### src/rtl/lcd_rt_pkg.sv
package lcd_rt_pkg;
   localparam int LEN_W   = 12;
   localparam int N_WORDS = 3;

   typedef struct packed {
      logic [LEN_W-1:0] h_sync;
      logic [LEN_W-1:0] h_back;
      logic [LEN_W-1:0] h_act;
      logic [LEN_W-1:0] h_front;
      logic [LEN_W-1:0] v_sync;
      logic [LEN_W-1:0] v_back;
      logic [LEN_W-1:0] v_act;
      logic [LEN_W-1:0] v_front;
      logic [7:0]       div;
      logic             inv_v;
      logic             inv_h;
      logic             inv_p;
      logic             tft;
   } timing_t;

   function automatic timing_t unpack_timing(input logic [31:0] w0, input logic [31:0] w1,
                                             input logic [31:0] w2, input logic tft);
      timing_t t;
      t.h_act   = LEN_W'(w0[9:0])   + 1'b1;
      t.h_sync  = LEN_W'(w0[15:10]) + 1'b1;
      t.h_front = LEN_W'(w0[23:16]) + 1'b1;
      t.h_back  = LEN_W'(w0[31:24]) + 1'b1;
      t.v_act   = LEN_W'(w1[9:0])   + 1'b1;
      t.v_sync  = LEN_W'(w1[15:10]) + 1'b1;
      t.v_front = LEN_W'(w1[23:16]);
      t.v_back  = LEN_W'(w1[31:24]);
      t.div     = w2[7:0];
      t.inv_v   = w2[20];
      t.inv_h   = w2[21];
      t.inv_p   = w2[22];
      t.tft     = tft;
      return t;
   endfunction
endpackage

### src/rtl/lcd_rt_cfg.sv
module lcd_rt_cfg
   import lcd_rt_pkg::*;
#(
   parameter logic [31:0] DEF_W0  = 32'h0201_0407,
   parameter logic [31:0] DEF_W1  = 32'h0101_0403,
   parameter logic [31:0] DEF_W2  = 32'h0000_0002,
   parameter bit          DEF_TFT = 1'b1
) (
   input  logic        clk,
   input  logic        rst_n,
   input  logic        we,
   input  logic [1:0]  sel,
   input  logic [31:0] wdata,
   input  logic        tft_in,
   input  logic        load,
   output timing_t     tm
);
   localparam logic [31:0] DEFS [N_WORDS] = '{DEF_W0, DEF_W1, DEF_W2};

   logic [31:0] stage_w [N_WORDS];
   logic [31:0] live_w  [N_WORDS];
   logic        live_tft;

   for (genvar i = 0; i < N_WORDS; i++) begin : g_word
      always_ff @(posedge clk) begin
         if (!rst_n) begin
            stage_w[i] <= DEFS[i];
            live_w[i]  <= DEFS[i];
         end else begin
            if (we && (sel == 2'(i))) stage_w[i] <= wdata;
            if (load)                 live_w[i]  <= stage_w[i];
         end
      end
   end

   always_ff @(posedge clk) begin
      if (!rst_n)    live_tft <= DEF_TFT;
      else if (load) live_tft <= tft_in;
   end

   assign tm = unpack_timing(live_w[0], live_w[1], live_w[2], live_tft);

   logic unused_cfg_bits;
   assign unused_cfg_bits = ^{live_w[2][19:8], live_w[2][31:23]};
endmodule

### src/rtl/lcd_rt_pixdiv.sv
module lcd_rt_pixdiv #(
   parameter int DIV_W     = 8,
   parameter int FLOOR_TFT = 2,
   parameter int FLOOR_STN = 3
) (
   input  logic             clk,
   input  logic             rst_n,
   input  logic [DIV_W-1:0] div_field,
   input  logic             tft,
   input  logic             inv_p,
   output logic             ce,
   output logic             pclk
);
   localparam logic [DIV_W-1:0] FL_TFT = DIV_W'(FLOOR_TFT);
   localparam logic [DIV_W-1:0] FL_STN = DIV_W'(FLOOR_STN);

   if (FLOOR_TFT < 2 || FLOOR_STN < 2 || FLOOR_TFT >= (1 << DIV_W) || FLOOR_STN >= (1 << DIV_W)) begin : g_bad_floor
      $error("pixel divider floors must lie in 2 .. 2**DIV_W-1");
   end

   logic [DIV_W-1:0] floor_v, d_eff, cnt;

   assign floor_v = tft ? FL_TFT : FL_STN;
   assign d_eff   = (div_field < floor_v) ? floor_v : div_field;
   assign ce      = (cnt == d_eff - 1'b1);
   assign pclk    = (cnt < (d_eff >> 1)) ^ inv_p;

   always_ff @(posedge clk) begin
      if (!rst_n)  cnt <= '0;
      else if (ce) cnt <= '0;
      else         cnt <= cnt + 1'b1;
   end
endmodule

### src/rtl/lcd_rt_axis.sv
module lcd_rt_axis #(
   parameter int CNT_W = 12
) (
   input  logic             clk,
   input  logic             rst_n,
   input  logic             step,
   input  logic [CNT_W-1:0] sync_len,
   input  logic [CNT_W-1:0] back_len,
   input  logic [CNT_W-1:0] act_len,
   input  logic [CNT_W-1:0] front_len,
   output logic             in_sync,
   output logic             in_act,
   output logic             last
);
   logic [CNT_W-1:0] pos, act_start, act_stop, total;

   assign act_start = sync_len + back_len;
   assign act_stop  = act_start + act_len;
   assign total     = act_stop + front_len;
   assign last      = (pos == total - 1'b1);
   assign in_sync   = (pos < sync_len);
   assign in_act    = (pos >= act_start) && (pos < act_stop);

   always_ff @(posedge clk) begin
      if (!rst_n)    pos <= '0;
      else if (step) pos <= last ? '0 : pos + 1'b1;
   end
endmodule

### src/rtl/lcd_raster_timer.sv
module lcd_raster_timer
   import lcd_rt_pkg::*;
#(
   parameter int          CNT_W     = 12,
   parameter int          FLOOR_TFT = 2,
   parameter int          FLOOR_STN = 3,
   parameter logic [31:0] DEF_W0    = 32'h0201_0407,
   parameter logic [31:0] DEF_W1    = 32'h0101_0403,
   parameter logic [31:0] DEF_W2    = 32'h0000_0002,
   parameter bit          DEF_TFT   = 1'b1
) (
   input  logic        clk,
   input  logic        rst_n,
   input  logic        cfg_we,
   input  logic [1:0]  cfg_sel,
   input  logic [31:0] cfg_wdata,
   input  logic        panel_tft,
   output logic        pix_ce_o,
   output logic        pclk_o,
   output logic        hsync_o,
   output logic        vsync_o,
   output logic        de_o,
   output logic        line_o,
   output logic        frame_o
);
   localparam int MIN_CNT_W = 11;

   if (CNT_W < MIN_CNT_W || CNT_W > LEN_W) begin : g_bad_width
      $error("CNT_W must hold the longest line of 1600 pixels and fit the field width");
   end

   timing_t tm;
   logic    frame_end;
   logic    h_sync, h_act, h_last;
   logic    v_sync, v_act, v_last;

   lcd_rt_cfg #(
      .DEF_W0(DEF_W0), .DEF_W1(DEF_W1), .DEF_W2(DEF_W2), .DEF_TFT(DEF_TFT)
   ) u_cfg (
      .clk(clk), .rst_n(rst_n), .we(cfg_we), .sel(cfg_sel), .wdata(cfg_wdata),
      .tft_in(panel_tft), .load(frame_end), .tm(tm)
   );

   lcd_rt_pixdiv #(
      .DIV_W(8), .FLOOR_TFT(FLOOR_TFT), .FLOOR_STN(FLOOR_STN)
   ) u_div (
      .clk(clk), .rst_n(rst_n), .div_field(tm.div), .tft(tm.tft), .inv_p(tm.inv_p),
      .ce(pix_ce_o), .pclk(pclk_o)
   );

   lcd_rt_axis #(.CNT_W(CNT_W)) u_h (
      .clk(clk), .rst_n(rst_n), .step(pix_ce_o),
      .sync_len(CNT_W'(tm.h_sync)), .back_len(CNT_W'(tm.h_back)),
      .act_len(CNT_W'(tm.h_act)), .front_len(CNT_W'(tm.h_front)),
      .in_sync(h_sync), .in_act(h_act), .last(h_last)
   );

   lcd_rt_axis #(.CNT_W(CNT_W)) u_v (
      .clk(clk), .rst_n(rst_n), .step(line_o),
      .sync_len(CNT_W'(tm.v_sync)), .back_len(CNT_W'(tm.v_back)),
      .act_len(CNT_W'(tm.v_act)), .front_len(CNT_W'(tm.v_front)),
      .in_sync(v_sync), .in_act(v_act), .last(v_last)
   );

   assign line_o    = pix_ce_o & h_last;
   assign frame_end = line_o & v_last;
   assign frame_o   = frame_end;
   assign de_o      = h_act & v_act;
   assign hsync_o   = h_sync ^ tm.inv_h;
   assign vsync_o   = v_sync ^ tm.inv_v;
endmodule

### config.mk
export PLATFORM = sky130hd
export DESIGN_NAME = lcd_raster_timer
export DESIGN_NICKNAME = d
export VERILOG_FILES = /design/src/rtl/lcd_rt_pkg.sv /design/src/rtl/lcd_rt_cfg.sv /design/src/rtl/lcd_rt_pixdiv.sv /design/src/rtl/lcd_rt_axis.sv /design/src/rtl/lcd_raster_timer.sv
export SDC_FILE = /design/constraint.sdc
export NUM_CORES = 1
export LEC_CHECK = 0
export ABC_AREA = 1
export BUFFER_PORTS_ARGS = -buffer_cell sky130_fd_sc_hd__buf_2
export CAP_MARGIN = 20
export CORE_MARGIN = 5
export CORE_UTILIZATION = 63
export DETAILED_ROUTE_END_ITERATION = 8
export GPL_ROUTABILITY_DRIVEN = 1
export HOLD_SLACK_MARGIN = 0.02
export PLACE_DENSITY = 0.77
export REMOVE_ABC_BUFFERS = 1
export SYNTH_ARGS = -nofsm -noshare
export SYNTH_HDL_FRONTEND = slang
export SYNTH_SLANG_ARGS = --single-unit
### constraint.sdc
create_clock -name clk -period 6.55 [get_ports clk]
set_input_delay 0 -clock clk [delete_from_list [all_inputs] [get_ports clk]]
set_output_delay 0 -clock clk [all_outputs]
set_load 0.005 [all_outputs]
==> results.py, run 1 <==
metrics = {
    "clock_tree": {
        "clkSinkCount": 183,
        "clockRootBuffer": "clkbuf_16",
        "cts_tree": "yes",
        "clkLatencyLatePin_ns": 0.44,
        "cts_max_level": 4,
        "clockBufferDepth": 2,
        "clk_pin_slew_ns": 0.08,
        "cts_buffers": 17,
    },
    "place": {
        "place.gp.congestion": 0.9427,
        "dp_hpwl_um": 21620,
        "place.port_buffers": 44,
        "dp_slack_ns": 0.6258,
        "postPlaceCellArea_um2": 12820,
    },
    "detailed_routing": {
        "wl_per_cell_um": 15.80,
        "drtAntennaViolNets": 0,
        "drc": 0,
        "viasPerCell": 5.315,
        "drt-pass1-iter-count": 5,
        "wl_um": 29220,
        "drtIter0Drc": 696,
        "vias": 9828,
    },
    "job": {
        "maxCapViolCount": 0,
    },
    "critical_path": {
        "end_kind": "primary output",
        "worst-path-max-fanout": 9,
        "max_stage_delay_ns": 0.46,
        "cp-start-kind": "register",
        "crit_top_cell": "nand2_1",
        "crit_arrival_ns": 6.07,
        "cp.required_ns": 6.55,
        "slowest_stage": "edfxtp_1",
        "critPathKind": "register to primary output",
    },
    "sta": {
        "fin_worst_skew_ns": 0.01553,
        "fmax_mhz": 164.9,
        "layout_setup_ws_ns": 0.4849,
        "tightest_slew_ns": 0.8545,
        "setup_violations": 0,
        "maxSlewViolCount": 0,
        "slew_headroom_pct": 42.68,
        "finalHoldViolations": 0,
        "fin_crit_sh_pct": 92.60,
        "period_needed_ns": 6.065,
    },
    "power_and_ir_drop": {
        "p_comb_share_pct": 25.3,
        "power.leakage_nw": 6.659,
        "irDropWorstVdd_v": 0.0001948,
        "p_seq_share_pct": 42.0,
        "p_int_mw": 2.122,
        "p_switching_mw": 1.042,
        "clock_power_share_pct": 32.7,
        "power.density_nw_per_um2": 229.0,
        "netSwitchingFraction_pct": 32.94,
    },
    "synthesis": {
        "synth_area_leader_cell": "edfxtp_1",
        "syn_area_um2": 12280,
        "synth-compound-area-share_pct": 5.228,
        "syn_area_per_cell_um2": 8.306,
        "synthMuxAreaShare_pct": 0,
        "synth_seq_area_share_pct": 42.07,
        "synth_xor_area_share_pct": 4.352,
        "async_flop_share_pct": 0,
        "synthFlopType": "edfxtp_1",
        "synthAdderAreaFrac_pct": 12.60,
        "synth-edff-count": 150,
        "yosysWarnings": 0,
        "synth_common_cells": "317 x inv_1, 273 x nand2_1, 155 x nor2_1",
        "synthSimpleGateAreaFrac_pct": 24.85,
        "ys_top_cells_by_area": "edfxtp_1 37%, ha_1 12%, inv_1 9.7%, nand2_1 8.3%, dfxtp_1 5.4%",
        "synth_top_family_by_area": "simple AND/OR/NAND/NOR gates",
        "ys_types": 50,
        "syn_inst": 1478,
        "synth_seq_cells": 183,
        "synth_top_area_share_pct": 36.69,
        "synth_most_common_cell": "inv_1",
    },
    "global_routing": {
        "grt_max_degree": 36,
        "grt_pass1_wl_um": 47910,
        "grt_pass1_vias": 9687,
        "grt_overflow": 0,
        "antenna_found_initial": 0,
        "gr-usage-all-layers_pct": 27.35,
    },
    "final_layout": {
        "synthToLayoutAreaGrowth_pct": 12.55,
        "finalInstanceArea_um2": 13820,
        "fill_cells": 1469,
        "diodes": 0,
        "layout-drive-gt1-share_pct": 11.55,
        "fin_nets": 1729,
    },
    "die": {
        "ios": 45,
        "rows": 51,
        "core_um2": 19330,
        "dieArea_um2": 22380,
        "start_util_pct": 63.50,
        "dieWidth_um": 149.6,
        "die_h_um": 149.6,
    },
    "status": {
        "run_status": "complete, no violations",
    },
    "min_path": {
        "hold_path.class": "input pin to register",
    },
}
[metal layers]
layer | part of all wire [%] | track usage [%] | up-vias
met2 | 48 | 45.93 | 305
met5 | 0 | 0 | -
met1 | 44 | 36.51 | 4562
met4 | 3.0 | 9.153 | 0
li1 | - | - | 4903
met3 | 5.8 | 4.210 | 58
[metrics by stage]
| stage | total power, mW | setup TNS (ns) | utilization (%) | hold WS (ns) | std cells |
|---|---|---|---|---|---|
| finish | 3.165 | 0 | 71.46 | 0.05830 | 1849 |
| global route | 3.349 | -0.005523 | 71.46 | 0.07521 | 1849 |
| CTS | 3.166 | 0 | 71.24 | 0.04685 | 1846 |
| detailed placement | 2.119 | 0 | 66.31 | 0.2997 | 1780 |
| global placement | 2.101 | 0 | 66.31 | 0.2960 | 1780 |
| floorplan | 1.952 | 0 | - | 0.1385 | 1460 |
[what timing repair did]
item / 4_1_cts / 5_1_grt
hold buffers: 34 / 0
resized for setup: 0 / 3
endpoints found under the setup margin: 0 / 60
endpoints found under the hold margin: 76 / 0
setup buffers: 0 / 3
[cell families (layout without fill, tap and decap cells)]
family | count (synthesis) | count (layout)
buf+inv | 339 | 445
simple gates | 666 | 666
fa+ha+maj | 120 | 120
flops | 183 | 183
compound gates | 109 | 109
xor+xnor | 61 | 61
[layout make-up]
cell class              count  area, µm²  area share [%]
multi-input cells         956       5813           42.07
clock inverters            14      182.7           1.322
repair buffers             92      690.7           4.999
clock buffers              18      429.2           3.106
flip-flops and latches    183       5165           37.38
inverters                 321       1205           8.720
well taps                 265      331.6           2.400
[sequential cells by signal (all words and copies together) (netlist names)]
signal          count
u_cfg.live_tft      1
u_cfg.live_w       75
u_h.pos            12
u_v.pos            12
u_cfg.stage_w      75
u_div.cnt           8
[power by group through the flow]
stage	sequential, mW	combinational (mW)	clock, mW
after floorplan	1.35	0.604	0
after global placement	1.35	0.748	0
after detailed placement	1.35	0.764	0
after CTS	1.33	0.789	1.05
after global routing	1.33	0.917	1.10
final	1.33	0.799	1.04
[cells in the final DEF, fill, tap and decap left out, types with 3 or more instances in the layout]
cell type and instances:
nand3b_1 13, buf_4 12, buf_2 44, clkinv_8 8
nor3_1 14, o21bai_1 12, a21oi_1 48, nand2_1 273
nor2_4 3, dlygate4sd3_1 34, xnor2_1 19, clkinv_1 3
nand2_2 8, inv_1 317, ha_1 114, xor2_1 41
o21ai_0 24, nand4_1 20, o211ai_1 3, edfxtp_1 150
nor4_1 4, a21o_1 4, nor2_2 64, nor2_1 155
nand3_1 97, dfxtp_1 33, clkbuf_16 17, fa_1 6
a31oi_1 5, o21a_1 3
[worst max-delay path: cells and delay by family (launching register included)]
| family | cells | cell delay [ns] |
|---|---|---|
| adders and majority gates | 4 | 1.29 |
| AOI/OAI and AO/OA | 6 | 1.07 |
| DFF | 1 | 0.46 |
| and+or+nand+nor | 13 | 1.65 |
| xor gates and xnor gates | 3 | 0.58 |
| buffers and inverters | 6 | 0.59 |
[worst paths after layout]
kind,depth (start not counted),slack (ns),endpoint,start
worst max register to register,31,0.58,u_cfg.live_w[0][3],u_cfg.live_w[1][10]
worst min register to register,2,0.51,u_div.cnt[4],u_div.cnt[4]
worst min-delay path,5,0.06,u_cfg.stage_w[2][1],cfg_sel[0]
worst max-delay path,32,0.48,frame_o,u_cfg.live_w[1][10]
Note: power is estimated with default switching activity, not from simulation.
==> inputs of run 2 (changes only) <==
--- a/config.mk
+++ b/config.mk
@@ -12,6 +12,7 @@
 export CORE_UTILIZATION = 63
 export DETAILED_ROUTE_END_ITERATION = 8
 export GPL_ROUTABILITY_DRIVEN = 1
+export GPL_TIMING_DRIVEN = 0
 export HOLD_SLACK_MARGIN = 0.02
 export PLACE_DENSITY = 0.77
 export REMOVE_ABC_BUFFERS = 1
==> results.py, run 2 (synthesized netlist as in run 1, its figures left out) <==
metrics = {
    "final_layout": {
        "diodes": 0,
        "top_regs": "u_cfg.live_w x75, u_cfg.stage_w x75",
        "fin_nets": 1730,
        "fin_cells": 1850,
        "final_cell_mix": "317 x inv_1, 273 x nand2_1, 155 x nor2_1",
        "layout-drive-gt1-share_pct": 11.55,
        "final_common_cell": "inv_1",
        "synthToLayoutAreaGrowth_pct": 13.25,
        "fill_cells": 1451,
    },
    "detailed_routing": {
        "drtIter0Drc": 793,
        "viasPerCell": 5.283,
        "vias": 9774,
        "drt-pass1-iter-count": 5,
        "drc": 0,
        "drtAntennaViolNets": 0,
        "wl_per_cell_um": 15.83,
        "wl_um": 29280,
    },
    "clock_tree": {
        "cts_buffers": 17,
        "clockRootBuffer": "clkbuf_16",
        "cts_tree": "yes",
        "cts_max_level": 4,
        "clkLatencyLatePin_ns": 0.44,
        "clkSinkCount": 183,
        "clk_pin_slew_ns": 0.07,
        "clockBufferDepth": 2,
    },
    "power_and_ir_drop": {
        "irDropWorstVdd_v": 0.0001994,
        "power.leakage_nw": 6.690,
        "power.density_nw_per_um2": 233.4,
    },
    "global_routing": {
        "grt_max_degree": 52,
        "grt_pass1_vias": 9508,
        "grt_overflow": 0,
        "grt_pass1_wl_um": 46380,
        "busiest_layer": "met2",
        "met2_usage_pct": 43.24,
        "gr-usage-all-layers_pct": 26.52,
        "grtUsageMet1_pct": 35.80,
        "grtUsageMet3_pct": 4.210,
        "antenna_found_initial": 1,
    },
    "critical_path": {
        "rrSetupSlack_ns": 0.49,
        "critPathKind": "register to primary output",
        "crit_arrival_ns": 6.09,
        "cp-start-kind": "register",
        "worst-path-buf-inv": 6,
        "cp.required_ns": 6.55,
        "crit_family": "simple AND/OR/NAND/NOR gates",
        "worst-path-max-fanout": 7,
        "max_stage_delay_ns": 0.47,
        "slowest_stage": "edfxtp_1",
        "crit_top_cell": "nand2_1",
        "end_kind": "primary output",
    },
    "die": {
        "dieArea_um2": 22380,
        "dieWidth_um": 149.6,
        "rows": 51,
        "start_util_pct": 63.50,
        "ios": 45,
        "core_um2": 19330,
        "die_h_um": 149.6,
    },
    "sta": {
        "maxSlewViolCount": 0,
        "tightest_slew_ns": 0.8762,
        "rsz0062_at_grt": "yes",
        "setup_violations": 0,
        "holdWs_ns": 0.04889,
        "fin_worst_skew_ns": 0.01541,
        "fmax_mhz": 164.3,
        "period_needed_ns": 6.085,
        "finalHoldViolations": 0,
        "slew_headroom_pct": 41.23,
        "fin_crit_sh_pct": 92.90,
    },
    "place": {
        "place.gp.congestion": 0.8979,
        "place.port_buffers": 44,
        "dp_hpwl_um": 20880,
        "dp.cells": 1774,
    },
    "min_path": {
        "hold_path.class": "input pin to register",
    },
    "job": {
        "maxCapViolCount": 0,
    },
    "status": {
        "run_status": "complete, no violations",
    },
}
[run 2: layout make-up]
class	instances	area, µm²	area share (%)
clock buffers	17	425.4	3.060
repair buffers	90	705.7	5.076
well taps	265	331.6	2.385
inverters	321	1205	8.666
flip-flops and latches	183	5165	37.15
multi-input cells	959	5863	42.17
clock inverters	15	207.7	1.494
[run 2: report_power, final]
part | internal [mW] | switching [mW]
clock network | 0.620 | 0.495
logic | 0.299 | 0.503
registers | 1.31 | 0.0227
total | 2.22 | 1.02
[run 2: metal layers]
layer / vias to the layer above / part of all wire [%]
li1: 4900 / -
met1: 4512 / 44
met2: 303 / 46
met3: 57 / 6.2
met4: 2 / 3.2
met5: - / 0.044
[run 2: worst min-delay path: cells and delay by family]
kind                   cells  cell delay [ns]
buffers and inverters      1             0.13
and+or+nand+nor            4             0.24
[run 2: path summary, 6_finish.rpt]
| check | from | end | cells past startpoint |
|---|---|---|---|
| worst min register to register | u_div.cnt[0] | u_div.cnt[0] | 1 |
| worst max-delay path | u_cfg.live_w[1][10] | frame_o | 33 |
| worst max register to register | u_cfg.live_w[1][10] | u_cfg.live_w[0][23] | 32 |
| worst min-delay path | cfg_sel[0] | u_cfg.stage_w[2][1] | 5 |
[run 2: metrics by stage]
step / TNS, ns / total power [mW] / util, % / instance area (µm²) / worst slack [ns]
global route: -0.1512 / 3.415 / 71.91 / 13900 / -0.04174
CTS: 0 / 3.236 / 71.35 / 13790 / 0.08954
finish: 0 / 3.246 / 71.91 / 13900 / 0.4648
global placement: -46.18 / 2.094 / 65.66 / 12690 / -0.5548
detailed placement: 0 / 2.120 / 66.21 / 12800 / 0.1382
floorplan: 0 / 1.952 / - / 12140 / 0.8064
[run 2: timing repair]
item,4_1_cts,5_1_grt
hold buffers,36,0
hold endpoints to repair,76,0
setup endpoints to repair,0,131
resized for setup,0,6
setup buffers,0,5
